`config.mk`:
```
export PLATFORM = sky130hd
export DESIGN_NAME = sfifo_ctl
export DESIGN_NICKNAME = d
export VERILOG_FILES = /design/src/rtl/sfifo_pkg.sv /design/src/rtl/sfifo_store.sv /design/src/rtl/sfifo_trig.sv /design/src/rtl/sfifo_modem.sv /design/src/rtl/sfifo_ctl.sv
export SDC_FILE = /design/constraint.sdc
export NUM_CORES = 1
export LEC_CHECK = 0
export ABC_CLOCK_PERIOD_IN_PS = 10800
export BUFFER_PORTS_ARGS = -buffer_cell sky130_fd_sc_hd__buf_4
export CAP_MARGIN = 15
export CORE_ASPECT_RATIO = 1.4
export CORE_MARGIN = 2
export CORE_UTILIZATION = 30
export DETAILED_ROUTE_END_ITERATION = 6
export GPL_TIMING_DRIVEN = 1
export PLACE_DENSITY_LB_ADDON = 0.15
export SYNTH_ARGS = -nofsm -noshare
export SYNTH_HDL_FRONTEND = slang
export SYNTH_HIERARCHICAL = 1
export SYNTH_SLANG_ARGS = --single-unit
```
`constraint.sdc`:
```
create_clock -name clk -period 10.8 [get_ports clk]
set_clock_uncertainty 0.2 [all_clocks]
set_input_delay 3.24 -clock clk [delete_from_list [all_inputs] [get_ports clk]]
set_output_delay 3.24 -clock clk [all_outputs]
set_load 0.01 [all_outputs]
```
`src/rtl/sfifo_pkg.sv`:
```
package sfifo_pkg;

   localparam logic [1:0] ADDR_CTRL  = 2'd0;
   localparam logic [1:0] ADDR_STAT  = 2'd1;
   localparam logic [1:0] ADDR_TXCNT = 2'd2;
   localparam logic [1:0] ADDR_RXCNT = 2'd3;

   localparam int STAT_FLAG  = 0;
   localparam int STAT_TXOVF = 1;
   localparam int STAT_RXOVF = 2;

   localparam int CH_TX = 0;
   localparam int CH_RX = 1;
   localparam int N_CH  = 2;

   // field order mirrors control bits [5:0]
   typedef struct packed {
      logic [1:0] trig;
      logic       modem;
      logic       tx_clr;
      logic       rx_clr;
      logic       loop;
   } ctrl_t;

   localparam int CTRL_W = $bits(ctrl_t);

   function automatic int unsigned trig_level(input logic [1:0] code, input int unsigned depth);
      case (code)
         2'b00:   return depth / 2;
         2'b01:   return depth / 4;
         2'b10:   return 2;
         default: return 0;
      endcase
   endfunction

endpackage

```
`src/rtl/sfifo_store.sv`:
```
module sfifo_store #(
   parameter int DEPTH = 64,
   parameter int WIDTH = 8,
   localparam int PW = $clog2(DEPTH),
   localparam int CW = PW + 1
) (
   input  logic             clk,
   input  logic             rst_n,
   input  logic             clr,
   input  logic             push,
   input  logic [WIDTH-1:0] din,
   input  logic             pop,
   input  logic             allow,
   output logic [WIDTH-1:0] q,
   output logic [CW-1:0]    cnt,
   output logic             ovf_hit,
   output logic             can_pop
);

   if (DEPTH < 8 || (1 << PW) != DEPTH) begin : g_bad_depth
      $error("sfifo_store: DEPTH must be a power of two and at least 8");
   end
   if (WIDTH < 1) begin : g_bad_width
      $error("sfifo_store: WIDTH must be positive");
   end

   logic [WIDTH-1:0] mem [DEPTH];
   logic [PW-1:0]    wp, rp;
   logic             full, empty, do_push, do_pop;

   assign full    = (cnt == CW'(DEPTH));
   assign empty   = (cnt == '0);
   assign do_push = push && !full && !clr;
   assign do_pop  = pop && allow && !empty && !clr;
   assign can_pop = allow && !empty && !clr;
   assign ovf_hit = push && full && !clr;

   always_ff @(posedge clk or negedge rst_n) begin
      if (!rst_n) begin
         wp  <= '0;
         rp  <= '0;
         cnt <= '0;
         q   <= '0;
      end else if (clr) begin
         wp  <= '0;
         rp  <= '0;
         cnt <= '0;
      end else begin
         if (do_push) wp <= wp + 1'b1;
         if (do_pop) begin
            rp <= rp + 1'b1;
            q  <= mem[rp];
         end
         cnt <= cnt + CW'(do_push) - CW'(do_pop);
      end
   end

   always_ff @(posedge clk) begin
      if (do_push) mem[wp] <= din;
   end

   p_clear_zero_r7: assert property (@(posedge clk) disable iff (!rst_n)
      clr |=> (cnt == '0));

   p_no_overflow_r3: assert property (@(posedge clk) disable iff (!rst_n)
      cnt <= CW'(DEPTH));

   p_full_push_dropped_r3: assert property (@(posedge clk) disable iff (!rst_n)
      (ovf_hit && !pop) |=> $stable(cnt));

   p_empty_pop_r4: assert property (@(posedge clk) disable iff (!rst_n)
      (pop && empty && !push) |=> ($stable(q) && cnt == '0));

endmodule

```
`src/rtl/sfifo_trig.sv`:
```
module sfifo_trig
   import sfifo_pkg::*;
#(
   parameter int DEPTH = 64,
   localparam int CW = $clog2(DEPTH) + 1
) (
   input  logic          clk,
   input  logic          rst_n,
   input  logic [1:0]    code,
   input  logic [CW-1:0] cnt,
   input  logic          st_rd,
   input  logic          st_wr,
   input  logic          st_wbit,
   output logic          flag
);

   if (DEPTH / 4 <= 2) begin : g_bad_levels
      $error("sfifo_trig: DEPTH too small for distinct trigger levels");
   end

   logic [CW-1:0] level;
   logic          at_or_below;
   logic          seen;

   assign level       = CW'(trig_level(code, DEPTH));
   assign at_or_below = (cnt <= level);

   always_ff @(posedge clk or negedge rst_n) begin
      if (!rst_n) begin
         flag <= 1'b1;
         seen <= 1'b0;
      end else begin
         if (at_or_below)
            flag <= 1'b1;
         else if (st_wr && !st_wbit && seen)
            flag <= 1'b0;

         if (st_wr)
            seen <= 1'b0;
         else if (st_rd && flag)
            seen <= 1'b1;
      end
   end

   p_level_sets_r5: assert property (@(posedge clk) disable iff (!rst_n)
      at_or_below |=> flag);

   p_flag_sticky_r6: assert property (@(posedge clk) disable iff (!rst_n)
      (flag && !(st_wr && !st_wbit)) |=> flag);

endmodule

```
`src/rtl/sfifo_modem.sv`:
```
module sfifo_modem #(
   parameter int DEPTH  = 64,
   parameter int MARGIN = 2,
   localparam int CW = $clog2(DEPTH) + 1
) (
   input  logic          clk,
   input  logic          rst_n,
   input  logic          modem_en,
   input  logic          loop,
   input  logic [CW-1:0] rx_cnt,
   input  logic          cts_pin,
   input  logic          tx_bit,
   input  logic          rxd_pin,
   output logic          rts_pin,
   output logic          txd_pin,
   output logic          rx_bit,
   output logic          tx_allow
);

   if (MARGIN < 1 || MARGIN > DEPTH) begin : g_bad_margin
      $error("sfifo_modem: MARGIN out of range");
   end

   logic [CW-1:0] rx_free;
   logic          rts_int, cts_eff;

   assign rx_free  = CW'(DEPTH) - rx_cnt;
   assign rts_int  = modem_en && (rx_free < CW'(MARGIN));
   assign cts_eff  = modem_en && (loop ? rts_int : cts_pin);
   assign tx_allow = !cts_eff;
   assign rts_pin  = rts_int;
   assign txd_pin  = loop ? 1'b1 : tx_bit;
   assign rx_bit   = loop ? tx_bit : rxd_pin;

   p_modem_off_r8: assert property (@(posedge clk) disable iff (!rst_n)
      !modem_en |-> (!rts_pin && tx_allow));

   p_rts_room_r9: assert property (@(posedge clk) disable iff (!rst_n)
      (rx_cnt <= CW'(DEPTH - MARGIN)) |-> !rts_pin);

   p_loop_flow_r10: assert property (@(posedge clk) disable iff (!rst_n)
      (loop && modem_en) |-> (tx_allow == !rts_pin));

endmodule

```
`src/rtl/sfifo_ctl.sv`:
```
module sfifo_ctl
   import sfifo_pkg::*;
#(
   parameter int DEPTH      = 64,
   parameter int DATA_W     = 8,
   parameter int RTS_MARGIN = 2,
   localparam int CW  = $clog2(DEPTH) + 1,
   localparam int REG_W = 8
) (
   input  logic              clk,
   input  logic              rst_n,
   input  logic              cfg_we,
   input  logic              cfg_re,
   input  logic [1:0]        cfg_addr,
   input  logic [REG_W-1:0]  cfg_wdata,
   output logic [REG_W-1:0]  cfg_rdata,
   input  logic              tx_push,
   input  logic [DATA_W-1:0] tx_data,
   input  logic              tx_pop,
   output logic              tx_ready,
   output logic [DATA_W-1:0] tx_q,
   input  logic              rx_push,
   input  logic [DATA_W-1:0] rx_data,
   input  logic              rx_pop,
   output logic              rx_ready,
   output logic [DATA_W-1:0] rx_q,
   input  logic              ser_tx_bit,
   output logic              sio_txd,
   input  logic              sio_rxd,
   output logic              ser_rx_bit,
   output logic              sio_rts,
   input  logic              sio_cts
);

   if (CW > REG_W) begin : g_bad_cnt_w
      $error("sfifo_ctl: count does not fit the register width");
   end
   if (CTRL_W > REG_W) begin : g_bad_ctrl_w
      $error("sfifo_ctl: control fields do not fit the register width");
   end

   ctrl_t ctrl;
   logic  tx_ovf, rx_ovf, tx_flag;
   logic  wr_ctrl, wr_stat, rd_stat, tx_allow;
   logic  unused_wbits;

   assign wr_ctrl      = cfg_we && (cfg_addr == ADDR_CTRL);
   assign wr_stat      = cfg_we && (cfg_addr == ADDR_STAT);
   assign rd_stat      = cfg_re && (cfg_addr == ADDR_STAT);
   assign unused_wbits = ^cfg_wdata[REG_W-1:CTRL_W];

   logic [N_CH-1:0]   f_push, f_pop, f_allow, f_clr, f_ovf, f_can;
   logic [DATA_W-1:0] f_din [N_CH];
   logic [DATA_W-1:0] f_q   [N_CH];
   logic [CW-1:0]     f_cnt [N_CH];

   assign f_push  = {rx_push, tx_push};
   assign f_pop   = {rx_pop, tx_pop};
   assign f_allow = {1'b1, tx_allow};
   assign f_clr   = {ctrl.rx_clr, ctrl.tx_clr};
   assign f_din[CH_TX] = tx_data;
   assign f_din[CH_RX] = rx_data;

   for (genvar c = 0; c < N_CH; c++) begin : g_fifo
      sfifo_store #(.DEPTH(DEPTH), .WIDTH(DATA_W)) u_store (
         .clk     (clk),
         .rst_n   (rst_n),
         .clr     (f_clr[c]),
         .push    (f_push[c]),
         .din     (f_din[c]),
         .pop     (f_pop[c]),
         .allow   (f_allow[c]),
         .q       (f_q[c]),
         .cnt     (f_cnt[c]),
         .ovf_hit (f_ovf[c]),
         .can_pop (f_can[c])
      );
   end

   assign tx_q     = f_q[CH_TX];
   assign rx_q     = f_q[CH_RX];
   assign tx_ready = f_can[CH_TX];
   assign rx_ready = f_can[CH_RX];

   sfifo_trig #(.DEPTH(DEPTH)) u_trig (
      .clk     (clk),
      .rst_n   (rst_n),
      .code    (ctrl.trig),
      .cnt     (f_cnt[CH_TX]),
      .st_rd   (rd_stat),
      .st_wr   (wr_stat),
      .st_wbit (cfg_wdata[STAT_FLAG]),
      .flag    (tx_flag)
   );

   sfifo_modem #(.DEPTH(DEPTH), .MARGIN(RTS_MARGIN)) u_modem (
      .clk      (clk),
      .rst_n    (rst_n),
      .modem_en (ctrl.modem),
      .loop     (ctrl.loop),
      .rx_cnt   (f_cnt[CH_RX]),
      .cts_pin  (sio_cts),
      .tx_bit   (ser_tx_bit),
      .rxd_pin  (sio_rxd),
      .rts_pin  (sio_rts),
      .txd_pin  (sio_txd),
      .rx_bit   (ser_rx_bit),
      .tx_allow (tx_allow)
   );

   always_ff @(posedge clk or negedge rst_n) begin
      if (!rst_n) begin
         ctrl   <= '0;
         tx_ovf <= 1'b0;
         rx_ovf <= 1'b0;
      end else begin
         if (wr_ctrl) ctrl <= ctrl_t'(cfg_wdata[CTRL_W-1:0]);

         if (f_ovf[CH_TX])
            tx_ovf <= 1'b1;
         else if (wr_stat && !cfg_wdata[STAT_TXOVF])
            tx_ovf <= 1'b0;

         if (f_ovf[CH_RX])
            rx_ovf <= 1'b1;
         else if (wr_stat && !cfg_wdata[STAT_RXOVF])
            rx_ovf <= 1'b0;
      end
   end

   always_comb begin
      cfg_rdata = '0;
      case (cfg_addr)
         ADDR_CTRL:  cfg_rdata[CTRL_W-1:0] = ctrl;
         ADDR_STAT: begin
            cfg_rdata[STAT_FLAG]  = tx_flag;
            cfg_rdata[STAT_TXOVF] = tx_ovf;
            cfg_rdata[STAT_RXOVF] = rx_ovf;
         end
         ADDR_TXCNT: cfg_rdata[CW-1:0] = f_cnt[CH_TX];
         default:    cfg_rdata[CW-1:0] = f_cnt[CH_RX];
      endcase
   end

   p_tx_ovf_sticky_r3: assert property (@(posedge clk) disable iff (!rst_n)
      (tx_ovf && !(wr_stat && !cfg_wdata[STAT_TXOVF])) |=> tx_ovf);

   p_rx_ovf_sticky_r3: assert property (@(posedge clk) disable iff (!rst_n)
      (rx_ovf && !(wr_stat && !cfg_wdata[STAT_RXOVF])) |=> rx_ovf);

   p_clear_blocks_pop_r7: assert property (@(posedge clk) disable iff (!rst_n)
      ctrl.tx_clr |-> !tx_ready);

endmodule

```
Word level (Yosys, flattened, before mapping)
Memories as Yosys holds them, arrays and structs flattened. A register that Yosys moved wholly into a read port is not among the register bits.
Index checks and enable logic that the tools add are counted.
{"block": "totals", "register_bits": 48, "mem_bits_rw": 1024, "in_bits": 37, "out_inout_bits": 29, "word_cells": 118, "memories": 2}
{"name": "g_fifo[0].u_store.mem", "words": 64, "word_bits": 8, "read_ports": 1, "rd_ports_with_merged_regs": 1, "wr": 1, "line": "sfifo_store.sv:27", "rtl": "logic [WIDTH-1:0] mem [DEPTH];"}
{"name": "g_fifo[1].u_store.mem", "words": 64, "word_bits": 8, "read_ports": 1, "rd_ports_with_merged_regs": 1, "wr": 1, "line": "sfifo_store.sv:27"}
{"block": "op_classes", "n_addsub": 9, "magnitude_cmp": 2, "n_eq_ne": 6, "muxes": 29, "bitwise": 2, "reduce_logical": 53}
{"cell": "$mux W6", "n": 8}
{"cell": "$logic_and A1 B1 Y1", "n": 26}
{"cell": "$add A6 B1 Y6 const B", "n": 4}
{"cell": "$pmux W3 S3", "n": 2}
{"cell": "$pmux W6 S3", "n": 1}
{"cell": "$reduce_bool A2 Y1", "n": 8}
{"cell": "$mux W1", "n": 15}
{"cell": "$add A7 B1 Y7", "n": 2}
{"cell": "$eq A7 B7 Y1 const B", "n": 2}
{"cell": "$logic_not A7 Y1", "n": 2}
{"cell": "$mux W7", "n": 2}
{"cell": "$sub A7 B1 Y7", "n": 2}
{"cell": "$logic_not A1 Y1", "n": 12}
{"cell": "$le A7 B6 Y1", "n": 1}
{"cell": "$lt A7 B2 Y1 const B", "n": 1}
{"cell": "$sub A7 B7 Y7 const A", "n": 1}
{"cell": "$eq A2 B1 Y1 const B", "n": 2}
{"cell": "$eq A2 B2 Y1 const B", "n": 2}
{"cell": "$logic_not A2 Y1", "n": 2}
{"cell": "$reduce_and A2 Y1", "n": 2}
{"cell": "$not A1 Y1", "n": 2}
{"cell": "$pmux W1 S2", "n": 1}
{"cell": "$reduce_or A2 Y1", "n": 1}

Depth between registers and ports, before layout
{"block": "depth", "word_depth": 11, "mapped_depth": 20, "mapped_depth_nobuf": 19}

Modules after synthesis
Netlist, hierarchy kept.
{"mod": "sfifo_store", "instances": 2, "cells_each": 1159, "area_each_um2": 21543.2, "seq_area_each_um2": 16050.4}
{"mod": "sfifo_ctl", "instances": 1, "cells_each": 42, "area_each_um2": 516.7, "seq_area_each_um2": 200.2}
{"mod": "sfifo_trig", "instances": 1, "cells_each": 20, "area_each_um2": 183.9, "seq_area_each_um2": 51.3}
{"mod": "sfifo_modem", "instances": 1, "cells_each": 17, "area_each_um2": 125.1, "seq_area_each_um2": 0.0}

Least setup slack after synthesis
No wires, ideal clock.
{"block": "synth_path", "path_kind": "input -> output", "start": "in cfg_addr[0]", "end": "out cfg_rdata[2]", "arrival_time_ps": 3867, "required_ps": 7360, "setup_slack_ps": 3493, "path_stages": 2, "n_path_buf": 1, "path_cell_list": "buf_6 -> mux4_2"}
{"block": "synth_between", "elab_chain_cells": 2, "word_cells_on_any_way": 4, "classes_between": "eq/ne: 2; mux: 1; reduce/logical: 1"}
{"item": "start, declared", "line": "sfifo_ctl.sv:14", "rtl": "input logic [1:0] cfg_addr,"}
{"item": "$eq A2 B2 Y1, or another cell as far along", "line": "sfifo_ctl.sv:133", "rtl": "case (cfg_addr)"}
{"item": "$pmux W3 S3 *", "line": "sfifo_ctl.sv:133"}
{"item": "end, declared", "line": "sfifo_ctl.sv:16", "rtl": "output logic [REG_W-1:0] cfg_rdata,"}
Every way passes the cells marked *; elsewhere a longest branch is shown, timed or not.

Final worst setup path
{"block": "layout_path", "start": "in sio_cts", "end": "out tx_ready"}
{"block": "layout_between", "elab_chain_cells": 5}
{"item": "start, declared", "line": "sfifo_ctl.sv:32", "rtl": "input logic sio_cts"}
{"item": "$mux W1", "line": "sfifo_modem.sv:29", "rtl": "assign cts_eff = modem_en && (loop ? rts_int : cts_pin);"}
{"item": "$logic_and A1 B1 Y1", "line": "sfifo_modem.sv:29"}
{"item": "$logic_not A1 Y1", "line": "sfifo_modem.sv:30", "rtl": "assign tx_allow = !cts_eff;"}
{"item": "net tx_allow", "line": "sfifo_ctl.sv:44", "rtl": "logic wr_ctrl, wr_stat, rd_stat, tx_allow;"}
{"item": "$logic_and A1 B1 Y1 (2 in a row)", "line": "sfifo_store.sv:35", "rtl": "assign can_pop = allow && !empty && !clr;"}
{"item": "end, declared", "line": "sfifo_ctl.sv:20", "rtl": "output logic tx_ready,"}
The timed path passes the listed nets, and every way through them passes these cells.

==> results.md <==
* GR Util All Layers at 14.3%
* R2R depth at 7
* CTS Hold Bufs at 0
* Avg WL per Cell at 24.1 microns
* Area leader, netlist: edfxtp_1
* Share of cells above drive strength 1 at 16.6%
* RSZ-0062 raised after global routing: false
* Top post-synthesis cells by area: edfxtp_1, mux4_2, mux2i_1
* CTS tree: built
* PwrDens at 207 mW/mm^2
* Tot Pwr at 10.3 mW
* CTS clk-pin slew, worst paths at 0.06 ns
* Post-layout minimum cycle time at 7.60 ns
* Core Area at 0.146 sq mm
* Peak VDD IR at 135 uV
* Inst Count DP at 4273
* Area after DPL at 0.0462 sq mm
* Commonest cells in the netlist: edfxtp_1, mux2i_1, nor2_1, mux4_2, a22oi_1
* Initial antenna violation count at 1
* Post-Syn Area at 0.0439 sq mm
* Tightest Pin Transition at 1.16 ns
* Drt pass-1 iters at 5
* Final setup fails at 0
* Crit path kind: in2out
* Max FO, Critical Path at 3
* Ports at 66
* CP endpoint kind: output pin
* Vias at 21700
* Hold Violations, Final at 0
* Slew HR at 22.7%
* Final Util at 34.2%
* Place WS at 3.20 ns
* Die Wd at 327 microns
* Final WL at 108000 microns
* Pins Over Slew Limit at 0
* H-tree lvl count at 3
* Syn Nets at 2462
* Hold depth at 2
* Root Driver: clkbuf_16
* Clock Tree Buf Depth at 3
* RePlAce Congestion at 0.770
* Max-cap viol count at 0
* Die area at 0.149 sq mm
* GRT overflow at 0
* Post-synth top area share at 70.0%
* WHS at 0.320 ns
* Total CTS buffers at 108
* Final worst setup slack at 3.20 ns
* Primary FF master, synth: edfxtp_1
* Iter 0 DRT Violations at 1501
* Startpoint types: input port
* I/O Buffers at 62
* Die Ht at 457 microns
* FF-to-FF setup slack at 6.18 ns
* CP required at 7.36 ns
* Initial core utilization at 30.1%
* Cell count after synthesis at 2397
* Resized Gates After CTS at 0
* Clk sinks at 1088
* Post-DP HPWL at 67400 microns
* Pleak at 15.2 nW
* Vias in the first global route at 23100
* Largest net degree at the start of global routing at 67
* Mean Syn Cell Area at 18.3 sq um
* Syn-to-layout area delta at 13.4%
* Synth warnings at 6
* Sequential cell area fraction in the yosys report at 73.7%
* Crit share post-route at 70.4%
* Synth Register Bits at 1088
* Netlist cell types at 54
* Fmax at 132 MHz
* Outcome: completed
* Layout Cells excl Fill at 4483
* First-pass GRT wire length at 157000 microns
* DRC at 0
* Row cnt at 166
* Post-synthesis async set-or-reset flop share at 5.88%
* Fin area at 0.0498 sq mm
* Final #Nets at 2521
* Total negative slack at 0 ns
* Vias per std cell at 4.84
* Hold WC Path Type: reg2reg
* Number of synthesized flops with an enable pin at 1024
* Most numerous cell in the Yosys netlist: edfxtp_1
* Final ANT Viol Nets at 0
* Post-CTS setup buffer count at 0
* Critical path arrival at 4.16 ns
* Skew-Pair Late Insertion Delay at 0.71 ns
## state kept, by name (all words and copies together) (netlist names)
register            cells
g_fifo.u_store/mem   1024
g_fifo.u_store/q       16
g_fifo.u_store/cnt     14
g_fifo.u_store/rp      12
g_fifo.u_store/wp      12
ctrl                    6
rx_ovf                  1
tx_ovf                  1
u_trig/flag             1
u_trig/seen             1
## cell type report
cell class,count,area (sq um)
fill,13900,96000
sequential,1088,32400
multi-input combinational,1114,10500
clock buffer,135,2900
tap,1932,2420
clock inverter,69,694
timing repair buffer,86,661
inverter,58,218
antenna,1,2.50
## worst max-delay path, cell delays in order
cell,delay (ns)
buf_4,0.11
nand2_1,0.07
nor2_1,0.05
a31oi_1,0.18
o41ai_1,0.10
buf_4,0.19
nor2_1,0.09
buf_4,0.13
## report_power, final
part	leakage, nW	internal [mW]	switching [mW]
sequential	10.0	4.72	0.166
clock	1.77	2.21	1.60
combinational	3.42	0.691	0.945
total	15.2	7.62	2.71
## path summary, 6_finish.rpt
kind,start,to
worst max-delay path,sio_cts,tx_ready
worst min-delay path,u_trig/seen$_DFFE_PN0P_,u_trig/seen$_DFFE_PN0P_
worst max register to register,g_fifo[0].u_store/rp[1]$_DFFE_PN0P_,g_fifo[0].u_store/q[4]$_DFFE_PN0P_
worst min register to register,u_trig/seen$_DFFE_PN0P_,u_trig/seen$_DFFE_PN0P_
max in group asynchronous,rst_n,g_fifo[0].u_store/rp[0]$_DFFE_PN0P_
min in group asynchronous,rst_n,u_trig/seen$_DFFE_PN0P_
## kinds of logic after synthesis
logic type      count (synthesis)  synth area share (%)
compound gates                258                  4.13
xor+xnor                       28                 0.558
fa+ha+maj                      28                 0.832
buf+inv                       195                  2.36
flops                        1088                  73.7
mux                           400                  13.9
other cells                     2                0.0171
simple gates                  398                  4.49
## layer usage
| metal | routed length (microns) | vias to the layer above | track usage, % |
|---|---|---|---|
| met5 | 0 | - | 0 |
| met4 | 3990 | 0 | 5.96 |
| met3 | 3690 | 167 | 1.93 |
| met2 | 58300 | 427 | 26.6 |
| met1 | 42300 | 11400 | 16.4 |
| li1 | - | 9675 | - |
## cells in the final DEF, fill, tap and decap left out, drive strengths merged, types with 44 or more instances in the layout
cell and n:
buf 85, clkbuf 136, inv 65, dfrtp 63
nor2b 54, nand3 44, mux2i 230, nor2 180
clkinv 46, a21oi 47, edfxtp 1024, mux4 163
a22oi 96
No activity file was read; power rests on OpenSTA's default activity.
